File: src/rtl/agu_pkg.sv
package agu_pkg;

  typedef enum logic [3:0] {
    OPC_BR   = 4'b0000,
    OPC_LD   = 4'b0010,
    OPC_ST   = 4'b0011,
    OPC_LDR  = 4'b0110,
    OPC_STR  = 4'b0111,
    OPC_LDI  = 4'b1010,
    OPC_STI  = 4'b1011,
    OPC_JMP  = 4'b1100,
    OPC_LEA  = 4'b1110,
    OPC_TRAP = 4'b1111
  } opc_e;

  typedef enum logic [1:0] {PCS_SEQ, PCS_ADDER, PCS_BUS} pc_sel_e;
  typedef enum logic [1:0] {OFS_PC, OFS_BASE, OFS_ZERO} ofs_sel_e;

  typedef struct packed {
    pc_sel_e  pc_sel;
    logic     is_br;
    logic     use_base;
    ofs_sel_e ofs_sel;
    logic     addr_vec;
    logic     mem_en;
  } ctrl_t;

endpackage

File: src/rtl/agu_decode.sv
module agu_decode
  import agu_pkg::*;
(
  input  logic [3:0] opcode_i,
  output ctrl_t      ctrl_o
);

  always_comb begin
    ctrl_o = '{pc_sel: PCS_SEQ, is_br: 1'b0, use_base: 1'b0,
               ofs_sel: OFS_PC, addr_vec: 1'b0, mem_en: 1'b0};
    unique case (opcode_i)
      OPC_BR:   begin ctrl_o.pc_sel = PCS_ADDER; ctrl_o.is_br = 1'b1; end
      OPC_LD, OPC_ST, OPC_LDI, OPC_STI: ctrl_o.mem_en = 1'b1;
      OPC_LDR, OPC_STR: begin
        ctrl_o.use_base = 1'b1;
        ctrl_o.ofs_sel  = OFS_BASE;
        ctrl_o.mem_en   = 1'b1;
      end
      OPC_JMP: begin
        ctrl_o.pc_sel   = PCS_ADDER;
        ctrl_o.use_base = 1'b1;
        ctrl_o.ofs_sel  = OFS_ZERO;
      end
      OPC_TRAP: begin
        ctrl_o.pc_sel   = PCS_BUS;
        ctrl_o.addr_vec = 1'b1;
        ctrl_o.mem_en   = 1'b1;
      end
      default: ;
    endcase
  end

endmodule

File: src/rtl/agu_cond.sv
module agu_cond #(
  parameter int FLAG_W = 3
) (
  input  logic [FLAG_W-1:0] mask_i,
  input  logic [FLAG_W-1:0] flags_i,
  output logic              taken_o
);

  logic [FLAG_W-1:0] hit;

  for (genvar g = 0; g < FLAG_W; g++) begin : g_hit
    assign hit[g] = mask_i[g] & flags_i[g];
  end

  assign taken_o = |hit;

endmodule

File: src/rtl/agu_adder.sv
module agu_adder
  import agu_pkg::*;
#(
  parameter int DATA_W  = 16,
  parameter int PCOFS_W = 9,
  parameter int BOFS_W  = 6
) (
  input  logic [DATA_W-1:0]  pc_i,
  input  logic [DATA_W-1:0]  base_i,
  input  logic [PCOFS_W-1:0] ofs_field_i,
  input  logic               use_base_i,
  input  ofs_sel_e           ofs_sel_i,
  output logic [DATA_W-1:0]  sum_o
);

  localparam int PC_PAD = DATA_W - PCOFS_W;
  localparam int B_PAD  = DATA_W - BOFS_W;

  logic [DATA_W-1:0] ofs_pc, ofs_base, ofs, opnd;

  assign ofs_pc   = {{PC_PAD{ofs_field_i[PCOFS_W-1]}}, ofs_field_i};
  assign ofs_base = {{B_PAD{ofs_field_i[BOFS_W-1]}}, ofs_field_i[BOFS_W-1:0]};

  always_comb begin
    unique case (ofs_sel_i)
      OFS_BASE: ofs = ofs_base;
      OFS_ZERO: ofs = '0;
      default:  ofs = ofs_pc;
    endcase
  end

  assign opnd  = use_base_i ? base_i : pc_i;
  assign sum_o = opnd + ofs;  // wraps modulo 2^DATA_W

endmodule

File: src/rtl/pcrel_agu.sv
module pcrel_agu
  import agu_pkg::*;
#(
  parameter int DATA_W  = 16,
  parameter int PCOFS_W = 9,
  parameter int BOFS_W  = 6,
  parameter int VEC_W   = 8,
  parameter int FLAG_W  = 3
) (
  input  logic              clk_i,
  input  logic              rst_ni,
  input  logic [DATA_W-1:0] instr_i,
  input  logic [DATA_W-1:0] pc_inc_i,
  input  logic [DATA_W-1:0] base_i,
  input  logic [FLAG_W-1:0] flags_i,
  input  logic [DATA_W-1:0] bus_i,
  output logic [DATA_W-1:0] next_pc_o,
  output logic [DATA_W-1:0] mem_addr_o,
  output logic              mem_en_o,
  output logic              br_taken_o
);

  localparam int OPC_LSB  = DATA_W - 4;
  localparam int MASK_LSB = PCOFS_W;

  ctrl_t             ctrl;
  logic              cond_hit;
  logic [DATA_W-1:0] sum;
  logic [DATA_W-1:0] vec_zext;
  logic [DATA_W-1:0] next_pc_d, mem_addr_d;
  logic              taken_d;

  agu_decode u_dec (
    .opcode_i (instr_i[OPC_LSB +: 4]),
    .ctrl_o   (ctrl)
  );

  agu_cond #(.FLAG_W(FLAG_W)) u_cond (
    .mask_i  (instr_i[MASK_LSB +: FLAG_W]),
    .flags_i (flags_i),
    .taken_o (cond_hit)
  );

  agu_adder #(.DATA_W(DATA_W), .PCOFS_W(PCOFS_W), .BOFS_W(BOFS_W)) u_add (
    .pc_i        (pc_inc_i),
    .base_i      (base_i),
    .ofs_field_i (instr_i[PCOFS_W-1:0]),
    .use_base_i  (ctrl.use_base),
    .ofs_sel_i   (ctrl.ofs_sel),
    .sum_o       (sum)
  );

  assign vec_zext = {{(DATA_W-VEC_W){1'b0}}, instr_i[VEC_W-1:0]};
  assign taken_d  = ctrl.is_br & cond_hit;

  always_comb begin
    unique case (ctrl.pc_sel)
      PCS_ADDER: next_pc_d = (ctrl.is_br && !cond_hit) ? pc_inc_i : sum;
      PCS_BUS:   next_pc_d = bus_i;
      default:   next_pc_d = pc_inc_i;
    endcase
  end

  assign mem_addr_d = ctrl.addr_vec ? vec_zext : sum;

  always_ff @(posedge clk_i or negedge rst_ni) begin
    if (!rst_ni) begin
      next_pc_o  <= '0;
      mem_addr_o <= '0;
      mem_en_o   <= 1'b0;
      br_taken_o <= 1'b0;
    end else begin
      next_pc_o  <= next_pc_d;
      mem_addr_o <= mem_addr_d;
      mem_en_o   <= ctrl.mem_en;
      br_taken_o <= taken_d;
    end
  end

endmodule

File: config.mk
export PLATFORM = sky130hd
export DESIGN_NAME = pcrel_agu
export DESIGN_NICKNAME = d
export VERILOG_FILES = /design/src/rtl/agu_pkg.sv /design/src/rtl/agu_decode.sv /design/src/rtl/agu_cond.sv /design/src/rtl/agu_adder.sv /design/src/rtl/pcrel_agu.sv
export SDC_FILE = /design/constraint.sdc
export NUM_CORES = 1
export LEC_CHECK = 0
export BUFFER_PORTS_ARGS = -buffer_cell sky130_fd_sc_hd__buf_2
export CAP_MARGIN = 0
export CORE_UTILIZATION = 40
export DETAILED_ROUTE_END_ITERATION = 16
export GPL_TIMING_DRIVEN = 0
export HOLD_SLACK_MARGIN = 0.12
export PLACE_DENSITY = 0.69
export SYNTH_ARGS = -nofsm -noshare
export SYNTH_HDL_FRONTEND = slang
export SYNTH_SLANG_ARGS = --single-unit
File: constraint.sdc
create_clock -name clk_i -period 0.8 [get_ports clk_i]
set_input_delay 0.08 -clock clk_i [delete_from_list [all_inputs] [get_ports clk_i]]
set_output_delay 0.08 -clock clk_i [all_outputs]
set_load 0.005 [all_outputs]
== After elaboration in Yosys (flattened, before gate mapping) ==
Index checks and enable logic that the tools add are counted.

* Bits in read-only memories: 0
* Latch bits: 0
* Logic and storage cells: 38
* Input bits: 69
* Register bits after elaboration: 34
* Memories: 0
* Bits in writable memories: 0

* Multipliers: 0
* Shifts and indexed selects: 0
* Reductions and logical operators: 7
* Multiplexer cells: 10
* $lt $le $gt $ge: 0
* $add $sub $neg: 1
* Div/mod/pow operators: 0
* Equal/unequal tests: 12
* Bitwise logic cells: 4

{| class="wikitable"
|+ Operators by type and width
! operator !! count
|-
| one-hot mux 16 bit (2 select lines) || 2
|-
| two-way mux 16 bit || 3
|-
| adder 16 bit || 1
|-
| equality test 4 bit, second input constant || 4
|-
| equality test 4 x 2 -> 1 bit, second input constant || 2
|-
| equality test 4 x 3 -> 1 bit, second input constant || 2
|-
| OR reduction 7 bit || 1
|-
| one-hot mux 3 bit (2 select lines) || 1
|-
| AND 1 bit || 4
|-
| equality test 2 x 1 -> 1 bit, second input constant || 2
|-
| equality test 2 bit, second input constant || 2
|-
| logical NOT 4 bit || 1
|-
| one-hot mux 2 bit (2 select lines) || 1
|-
| OR reduction 2 bit || 2
|-
| two-way mux 1 bit || 3
|-
| OR reduction 3 bit || 1
|-
| logical AND 1 bit || 1
|-
| logical NOT 1 bit || 1
|}

== Logic depth before layout (Yosys ltp) ==
Gate-level depths: netlist of run 1.

* Depth in word-level cells: 8
* Mapped depth: 15

== Cells and area by module ==
From an unflattened synthesis of run 1, not the netlist that was laid out.

* Cells, all modules: 289
* Area total of the unflattened synthesis: 2745.1 µm²

{| class="wikitable"
|+ Modules (own cells, without submodules)
! module !! times used !! seq. area each (µm²) !! cells an instance !! area an instance (µm²)
|-
| pcrel_agu || 1 || 850.8 || 130 || 1589.0
|-
| agu_adder || 1 || 0.0 || 145 || 1064.8
|-
| agu_decode || 1 || 0.0 || 12 || 77.6
|-
| agu_cond || 1 || 0.0 || 2 || 13.8
|}

== Worst setup path before layout of run 1 ==
No wires, ideal clock.

* Kind: in2reg
* From: input port instr_i[13]
* To: register next_pc_o[10]
* Stages: 15
* Required time: 0.673 ns
* Buffers on the path: 2
* Setup slack: -2.651 ns
* Data arrival time: 3.324 ns
* Cells stage by stage: and3b_1 -> inv_1 -> ha_1 -> clkbuf_1 -> clkbuf_1 -> mux2_2 -> ha_1 -> fa_1 -> a21oi_2 -> o211ai_1 -> o211a_1 -> or4_1 -> a31oi_1 -> xor2_1 -> o21ai_1

* Cells in the longest elaborated chain, start to end: 8
* Elaborated cells on any way between the ends: 20
* Those cells by class: 1 x add/sub; 8 x eq/ne; 7 x mux; 4 x reduce/logical

{| class="wikitable"
|+ RTL lines
! item !! line !! text
|-
| start, declared || pcrel_agu.sv:12 || <nowiki>input logic [DATA_W-1:0] instr_i,</nowiki>
|-
| equality test 4 x 3 -> 1 bit || agu_decode.sv:11 || <nowiki>unique case (opcode_i)</nowiki>
|-
| OR reduction 2 bit || n/a ||
|-
| one-hot mux 3 bit (2 select lines) || agu_decode.sv:11 ||
|-
| equality test 2 bit or equality test 2 x 1 -> 1 bit (tied branches) || agu_adder.sv:25 || <nowiki>unique case (ofs_sel_i)</nowiki>
|-
| one-hot mux 16 bit (2 select lines) || agu_adder.sv:25 ||
|-
| adder 16 bit || agu_adder.sv:33 || <nowiki>assign sum_o = opnd + ofs;</nowiki>
|-
| two-way mux 16 bit || pcrel_agu.sv:58 || <nowiki>PCS_ADDER: next_pc_d = (ctrl.is_br && !cond_hit) ? pc_inc_i : sum;</nowiki>
|-
| one-hot mux 16 bit (2 select lines) (*) || pcrel_agu.sv:57 || <nowiki>unique case (ctrl.pc_sel)</nowiki>
|-
| net next_pc_d[10] || pcrel_agu.sv:30 || <nowiki>logic [DATA_W-1:0] next_pc_d, mem_addr_d;</nowiki>
|-
| end signal, assigned || pcrel_agu.sv:73 || <nowiki>next_pc_o <= next_pc_d;</nowiki>
|-
| end, declared || pcrel_agu.sv:17 || <nowiki>output logic [DATA_W-1:0] next_pc_o,</nowiki>
|}

Mark *: on every way through the listed nets, which the timed path passes. The rest lies on a longest branch.

== Worst setup path after layout of run 1 ==
* From: input port instr_i[14]
* To: register next_pc_o[10]

The elaborated chain is that of the path after synthesis.

==> flow_metrics.tcl, run 1 <==
set metrics [dict create \
    p_leak_nw 1.90 \
    setup_ws_ns -2.26 \
    status "finished, violations left" \
    worst-endpoint-required_ns 0.98 \
    route.detailed.drc 0 \
    met1_usage_pct 31.6 \
    placed_cell_area_um2 3110 \
    arrival_ns 3.24 \
    dpl.cell_count 438 \
    track_usage_pct 24.4 \
    slew_headroom_pct 50.2 \
    yosys.area_share.simple_pct 17.5 \
    postSynthCellCount 264 \
    crit_path_end_kind "flip-flop" \
    hp-class "in -> async" \
    start_util_pct 42.5 \
    numPortBuffers 102 \
    met2_usage_pct 40.9 \
    failed_checks "hold timing, setup timing" \
    antenna_found_initial 0 \
    total_power_mw 6.66 \
    dr.pass1.iters 7 \
    h-tree-depth 2 \
    cts_tree "done" \
    dp_hpwl_um 5230 \
    min_period_over_period_pct 383 \
    clock_path_buffers 2 \
    rsz0062_at_grt "yes" \
    synth-adder-area-share_pct 10.7 \
    synthMuxAreaShare_pct 8.35 \
    synthArstFlopShare_pct 100 \
    power.density_nw_per_um2 1650 \
    grt_pass1_wl_um 11700 \
    yosysWarnings 0 \
    nets 508 \
    stdcell_area_um2 4040 \
    synth_xor_area_share_pct 4.35 \
    cts_made_buffers 5 \
    row_count 27 \
    critPathKind "in -> reg" \
    crit_path_max_fanout 7 \
    dieArea_um2 6350 \
    fin_crit_ns 3.06 \
    ios 103 \
    final_cell_mix "buf_2 (101), dfrtp_1 (34), nand2_1 (31)" \
    core_um2 5680 \
    finalHoldViolations 34 \
    via_count 2762 \
    ir_drop_uv 942 \
    antenna_left 0 \
    max_cap_viol_count 0 \
    vias_per_cell 5.61 \
    post_drt_wl_per_cell_um 18.1 \
    finish.cell_count_without_fillers 492 \
    clock-sinks 34 \
    clk_pin_slew_ns 0.08 \
    cts_hold_buf 14 \
    synth_ff_type "dfrtp_1" \
    yosys-top-cells-area "dfrtp_1 (35%), ha_1 (9.8%), mux2_2 (7.9%), nand2_1 (5.1%), nor2_1 (3.7%)" \
    critPathLaunchType "primary input" \
    nFillCells 387 \
    slew_violations 0 \
    root_buffer "clkbuf_8" \
    setup-violations-final 66 \
    synth_compound_area_share_pct 20.4 \
    yosysSeqAreaShare_pct 35.3 \
    area_growth_pct 67.2 \
    n_antenna_cell 0 \
    drt_iter0_markers 232 \
    yosys.area.top_type "dfrtp_1" \
    hold_slack_ns -0.158 \
    grt.met3_usage_pct 3.43 \
    overflow 0 \
    syn_area_per_cell_um2 9.14 \
    place_congestion 0.818 \
    ys_ff_latch 34 \
    grt.busiest_layer "met2" \
    synth_top_area_share_pct 35.3 \
    wl_um 8920 \
    fin_util_pct 71.1 \
    synth_top_family_by_area "compound AO/OA/AOI/OAI gates" \
    synth_area_um2 2410 \
    grt_pass1_vias 2405 \
    synth-edff-count 0 \
    die_h_um 79.7 \
    drive_above_1_share_pct 54.5 \
    syn_nets 353 \
    grt_max_degree 35 \
    synth_cell_type_count 46 \
    tightest_slew_ns 0.747 \
    final_common_cell "buf_2" \
    maxClockFrequency_mhz 326 \
    die_w_um 79.7 \
]
-- cell type report --
class	count	area [um2]	share of cell area [%]
buffer	7	78.8	1.95
clock buffer	7	86.3	2.14
clock inverter	1	5.00	0.124
inverter	8	30.0	0.744
multi-input combinational	213	1920	47.5
sequential	34	851	21.1
tap	72	90.1	2.23
timing repair buffer	150	977	24.2
-- sequential cells by signal, indices dropped and copies added (netlist names) --
name        cells
br_taken_o      1
mem_en_o        1
next_pc_o      16
mem_addr_o     16
-- worst max-delay path, cell delays in order --
cell and delay (ns):
buf_8 0.08, nand2_4 0.04, or3_4 0.40, ha_4 0.18
clkbuf_16 0.15, buf_12 0.13, mux2_4 0.31, fa_2 0.43
a21oi_4 0.14, o211ai_1 0.10, o211a_1 0.15, or4_1 0.44
a31oi_2 0.26, xor2_1 0.25, o21ai_1 0.09
-- logic make-up after synthesis --
group / Yosys count
adder cells (fa/ha/maj): 20
flip-flops: 34
AND/OR/NAND/NOR: 88
buffers and inverters: 17
XOR/XNOR: 12
multiplexers: 18
AO/OA/AOI/OAI: 75
-- worst max-delay path by stage --
| stage | from | to | slack (ns) | cells after the start |
|---|---|---|---|---|
| global placement | instr_i[13] | mem_addr_o[10] | -2.80 | 14 |
| floorplan | instr_i[13] | next_pc_o[10] | -2.33 | 14 |
| global route | instr_i[14] | mem_addr_o[10] | -2.33 | 16 |
| CTS | instr_i[14] | next_pc_o[10] | -2.21 | 15 |
| finish | instr_i[14] | next_pc_o[10] | -2.26 | 15 |
| detailed placement | instr_i[13] | next_pc_o[10] | -2.86 | 14 |
-- cells in the mapped netlist, drive strengths merged (3+ instances only) --
library cell	n
xnor2	5
ha	19
and2	3
inv	8
nor2b	13
dfrtp	34
nand2	33
clkbuf	5
mux2	17
nor2	24
o21a	3
buf	4
a31oi	4
a21oi	15
o21ai	25
a21o	5
a22o	3
a211oi	3
xor2	7
a22oi	9
nand4	3
a222oi	4
-- metrics by stage --
stage	setup WS, ns	setup TNS [ns]
floorplan	-2.33	-55.06
global placement	-2.80	-70.10
detailed placement	-2.86	-71.13
CTS	-2.21	-55.83
global route	-2.33	-61.41
finish	-2.26	-58.02
-- power breakdown --
part | switching [mW] | internal [mW] | leakage, nW
registers | 0.0660 | 2.02 | 0.407
logic | 1.58 | 1.63 | 1.45
clock network | 0.666 | 0.695 | 0.0482
-- metal layers --
metal / vias up / routed length, um
li1: 1260 / -
met1: 1301 / 3460
met2: 173 / 4420
met3: 28 / 730
met4: 0 / 306
met5: - / 0
-- timing repair --
action | 4_1_cts | 5_1_grt
hold endpoints to repair | 60 | 49
setup endpoints to repair | 66 | 67
resized for setup | 39 | 58
pin swaps | 21 | 28
setup buffers | 17 | 17
Note: power is estimated with default switching activity, not from simulation.
==> run 2: changes to the inputs <==
--- a/config.mk
+++ b/config.mk
@@ -11,7 +11,7 @@
 export DETAILED_ROUTE_END_ITERATION = 16
 export GPL_TIMING_DRIVEN = 0
 export HOLD_SLACK_MARGIN = 0.12
-export PLACE_DENSITY = 0.69
+export PLACE_DENSITY = 0.7
 export SYNTH_ARGS = -nofsm -noshare
 export SYNTH_HDL_FRONTEND = slang
 export SYNTH_SLANG_ARGS = --single-unit
==> run 2 against run 1 <==
Net effect:
- the run still ends with hold timing, setup timing left
- global-route usage decreased by 0.52 points
- fmax is 2.2% higher
- combinational power down 3%
- routed wire length down 3.3%
- core utilization shrank 1.9 points
- clock-buffer cell count unchanged
- first-iteration DRC count grew 23%
- non-clock buffer count decreased by 6
- via count down 0.72%
- sequential power hardly changed
==> flow_metrics.tcl, run 2 (synthesis results as in run 1) <==
set metrics [dict create \
    status "finished, violations left" \
    failed_checks "hold timing, setup timing" \
    antenna_left 0 \
    dieArea_um2 6350 \
    final_cell_mix "buf_2 (101), dfrtp_1 (34), nand2_1 (29)" \
    max_cap_viol_count 0 \
    via_count 2742 \
    finalHoldViolations 34 \
    nFillCells 409 \
    core_um2 5680 \
    hold_slack_ns -0.164 \
    vias_per_cell 5.63 \
    total_power_mw 6.56 \
    maxClockFrequency_mhz 333 \
    ios 103 \
    grt_pass1_vias 2453 \
    clk_pin_slew_ns 0.07 \
    dp_hpwl_um 5230 \
    die_w_um 79.7 \
    die_h_um 79.7 \
    final_common_cell "buf_2" \
    dpl.cell_count 438 \
    place_congestion 0.812 \
    clock-sinks 34 \
    cp_slowest_stage_delay_ns 0.43 \
    fin_util_pct 69.2 \
    critPathKind "in -> reg" \
    overflow 0 \
    top_regs "mem_addr_o x16, next_pc_o x16" \
    min_period_over_period_pct 375 \
    grt_max_degree 35 \
    power.density_nw_per_um2 1670 \
    wl_um 8630 \
    cts_made_buffers 5 \
    routed-wl-met3_um 662 \
    post_drt_wl_per_cell_um 17.7 \
    grt_pass1_wl_um 11500 \
    cpMaxStageDelayCell "fa_2" \
    crit_path_end_kind "flip-flop" \
    track_usage_pct 23.9 \
    route.detailed.drc 0 \
    antenna_found_initial 1 \
    hp-class "in -> async" \
    root_buffer "clkbuf_8" \
    tightest_slew_ns 0.737 \
    drt_iter0_markers 286 \
    critPathLaunchType "primary input" \
    slew_violations 0 \
    met1_length_um 3330 \
    area_growth_pct 62.8 \
    numPortBuffers 102 \
    p_leak_nw 1.88 \
    setup_ws_ns -2.20 \
    dr.pass1.iters 5 \
    clock_path_buffers 2 \
    ir_drop_uv 982 \
    path_cells "buf_8 -> nand2_4 -> or3_4 -> ha_4 -> clkbuf_16 -> buf_12 -> mux2_4 -> fa_2 -> a21oi_4 -> o211ai_1 -> o211a_1 -> or4_1 -> a31oi_2 -> xor2_1 -> o21ai_1" \
    worst-endpoint-required_ns 0.97 \
    start_util_pct 42.5 \
    setup-violations-final 67 \
    finalSetupTns_ns -58.16 \
    nets 502 \
    wl_met2_um 4380 \
    slew_headroom_pct 50.9 \
    h-tree-depth 2 \
    cts_hold_buf 15 \
    arrival_ns 3.17 \
    crit_path_max_fanout 6 \
    finish.cell_count_without_fillers 487 \
    routed.top_layer "met4" \
    row_count 27 \
    cts_tree "done" \
    fin_crit_ns 3.00 \
    rsz0062_at_grt "yes" \
    drive_above_1_share_pct 54.3 \
]
-- run 2: changes by cell type in the layout (fill, tap and decap cells not counted), sizes merged --
cell | before | now
clkbuf | 10 | 13
diode | 0 | 1
dlygate4sd3 | 14 | 13
buf | 140 | 132
-- run 2: final timing paths --
kind / from / endpoint / depth (start not counted) / slack (ns)
worst max-delay path: instr_i[14] / next_pc_o[10] / 15 / -2.20
min in group clk_i: bus_i[4] / next_pc_o[4] / 3 / 0.02
worst min-delay path: rst_ni / mem_addr_o[2] / 1 / -0.16
max in group asynchronous: rst_ni / next_pc_o[11] / 1 / 0.48
-- run 2: area by class of cell --
class / count / area, um2 / area share, %
Antenna cell: 1 / 2.50 / 0.0637
Buffer: 8 / 75.1 / 1.91
Clock buffer: 7 / 86.3 / 2.20
Clock inverter: 1 / 5.00 / 0.127
Inverter: 8 / 30.0 / 0.764
Multi-Input combinational cell: 213 / 1880 / 47.9
Sequential cell: 34 / 851 / 21.7
Tap cell: 72 / 90.1 / 2.29
Timing Repair Buffer: 143 / 908 / 23.1
-- run 2: power breakdown --
| part | leakage, nW | total (mW) | switching (mW) | internal, mW |
|---|---|---|---|---|
| logic | 1.42 | 3.11 | 1.55 | 1.56 |
| clock network | 0.0482 | 1.35 | 0.651 | 0.695 |
| registers | 0.407 | 2.10 | 0.0760 | 2.02 |
-- run 2: worst max-delay path: cells and delay by family --
family	cells	cell delay (ns)
fa+ha+maj	2	0.61
compound gates	5	0.71
xor+xnor	1	0.23
mux	1	0.31
buf+inv	3	0.36
simple gates	3	0.87
-- run 2: through the flow --
| stage | worst slack (ns) | instance area, um2 |
|---|---|---|
| floorplan | -2.33 | 2500 |
| global placement | -2.80 | 3110 |
| detailed placement | -2.81 | 3110 |
| CTS | -2.19 | 3540 |
| global route | -2.31 | 3930 |
| finish | -2.20 | 3930 |
-- run 2: timing repair --
item | in CTS | in global routing
endpoints found under the setup margin | 66 | 67
pin swaps | 17 | 35
buffers inserted | 11 | 16
gates resized for setup | 29 | 70
endpoints found under the hold margin | 60 | 48
-- run 2: routing by layer --
metal,up-vias,GRT usage (%)
met3,27,3.20
met5,-,0
met1,1278,30.2
li1,1251,-
met4,0,9.64
met2,186,40.9
==> run 3: changes to the inputs <==
--- a/config.mk
+++ b/config.mk
@@ -11,7 +11,7 @@
 export DETAILED_ROUTE_END_ITERATION = 16
 export GPL_TIMING_DRIVEN = 0
 export HOLD_SLACK_MARGIN = 0.12
-export PLACE_DENSITY = 0.7
+export PLACE_DENSITY = 0.72
 export SYNTH_ARGS = -nofsm -noshare
 export SYNTH_HDL_FRONTEND = slang
 export SYNTH_SLANG_ARGS = --single-unit
==> constraint.sdc (replaced) <==
create_clock -name clk_i -period 2.7 [get_ports clk_i]
set_input_delay 0.27 -clock clk_i [delete_from_list [all_inputs] [get_ports clk_i]]
set_output_delay 0.27 -clock clk_i [all_outputs]
set_load 0.005 [all_outputs]
==> run 3 against run 2 <==
Net effect:
- the flow finishes with violations (setup timing)
- die area unchanged
- global-route usage decreased by 0.94 points
- sequential share of layout area increased by 0.46 points
- power shrank 70%
- clock power is 70% lower
- final area decreased by 2.1%
- critical path depth is 3 higher
- sequential cell count is the same
- sequential power fell by 71%
- critical path type unchanged
- largest cell class unchanged
==> flow_metrics.tcl, run 3 (synthesis results as in run 1) <==
set metrics [dict create \
    area_growth_pct 59.4 \
    core_um2 5680 \
    tightest_slew_ns 0.727 \
    die_h_um 79.7 \
    route.detailed.drc 0 \
    grt_pass1_vias 2281 \
    finalHoldViolations 0 \
    place_congestion 0.879 \
    nets 500 \
    row_count 27 \
    finish.cell_count_without_fillers 484 \
    clock_path_buffers 2 \
    maxClockFrequency_mhz 308 \
    antenna_left 0 \
    total_power_mw 1.94 \
    slew_headroom_pct 51.5 \
    top_regs "mem_addr_o x16, next_pc_o x16" \
    slew_violations 0 \
    antenna_found_initial 0 \
    fin_crit_ns 3.25 \
    root_buffer "clkbuf_8" \
    min_path_cells 3 \
    h-tree-depth 2 \
    grt_pass1_wl_um 11000 \
    dpl.cell_count 438 \
    track_usage_pct 23.0 \
    rsz0062_at_grt "yes" \
    grt_max_degree 35 \
    clock-sinks 34 \
    crit_path_end_kind "flip-flop" \
    setup-violations-final 24 \
    arrival_ns 3.42 \
    status "finished, violations left" \
    start_util_pct 42.5 \
    max_cap_viol_count 0 \
    cts_made_buffers 5 \
    dp_hpwl_um 5310 \
    hp-class "in -> reg" \
    dr.pass1.iters 5 \
    p_leak_nw 1.87 \
    ios 103 \
    wl_um 8960 \
    post_drt_wl_per_cell_um 18.5 \
    vias_per_cell 5.78 \
    via_count 2799 \
    final_cell_mix "buf_2 (101), dfrtp_1 (34), nand2_1 (31)" \
    nFillCells 391 \
    cts_tree "done" \
    overflow 0 \
    die_w_um 79.7 \
    drt_iter0_markers 272 \
    multiInputGateArea_um2 1840 \
    drive_above_1_share_pct 54.1 \
    critPathLaunchType "primary input" \
    ir_drop_uv 247 \
    register_area_um2 851 \
    critPathKind "in -> reg" \
    failed_checks "setup timing" \
    numPortBuffers 102 \
    clk_pin_slew_ns 0.07 \
    power.density_nw_per_um2 504 \
    worst-endpoint-required_ns 2.87 \
    crit_path_max_fanout 7 \
    min_period_over_period_pct 120 \
    n_antenna_cell 0 \
    setup_ws_ns -0.547 \
    dieArea_um2 6350 \
    final_common_cell "buf_2" \
]
-- run 3: cell count changes in the layout (fill, tap and decap cells not counted), sizes merged --
cell	before	now
dlygate4sd3	13	1
clkbuf	13	10
diode	1	0
buf	132	145
-- run 3: final timing paths --
kind | startpoint | end | slack (ns)
setup / recovery | instr_i[15] | mem_addr_o[15] | -0.55
hold / removal | instr_i[0] | mem_addr_o[0] | 0.20
max in group asynchronous | rst_ni | next_pc_o[12] | 1.65
min in group asynchronous | rst_ni | mem_addr_o[3] | 0.56
-- run 3: per-layer routing --
metal	GRT usage (%)	share of wire, %	vias up
met3	3.43	8.9	39
met4	8.36	3.9	0
met1	29.4	39	1308
met5	0	0	-
li1	-	-	1246
met2	38.9	49	206
-- run 3: cell type report --
class,count,area share (%)
clock buffers,7,2.24
plain buffers,7,1.76
flip-flops and latches,34,22.1
multi-input cells,213,47.8
repair buffers,142,22.9
clock inverters,1,0.130
well taps,72,2.34
inverters,8,0.780
-- run 3: worst max-delay path, stage by stage --
cell and delay (ns):
buf_8 0.08, nand2_4 0.04, or3_4 0.40, ha_4 0.18, clkbuf_16 0.15, buf_12 0.13
mux2_4 0.31, buf_4 0.14, buf_6 0.11, buf_6 0.11, ha_4 0.21, a211oi_2 0.24
nor2_2 0.09, o21ai_2 0.24, o21ai_4 0.11, a211oi_2 0.26, xnor2_1 0.15, and2_1 0.18
-- run 3: power by group --
part	switching, mW	internal [mW]
Combinational	0.457	0.462
Sequential	0.0187	0.599
Clock	0.195	0.206
-- run 3: timing repair --
action / 4_1_cts / 5_1_grt
resized for setup: 22 / 61
pin swaps: 17 / 36
buffers inserted: 11 / 29
gates cloned: 0 / 0
endpoints found under the setup margin: 24 / 26
hold endpoints to repair: 34 / 0
hold buffers: 1 / 0
-- run 3: stage by stage --
stage / util (%) / TNS, ns / area [um2] / hold slack [ns] / setup slack [ns]
4_1_cts: 59.2 / -4.06 / 3360 / 0.193 / -0.451
5_1_grt: 67.8 / -10.30 / 3850 / 0.212 / -0.630
3_3_place_gp: 54.4 / -15.44 / 3090 / 0.363 / -1.08
3_5_place_dp: 54.4 / -16.68 / 3090 / 0.378 / -1.10
2_1_floorplan: - / -4.08 / 2490 / -0.0256 / -0.617
6_report: 67.8 / -8.47 / 3850 / 0.204 / -0.547
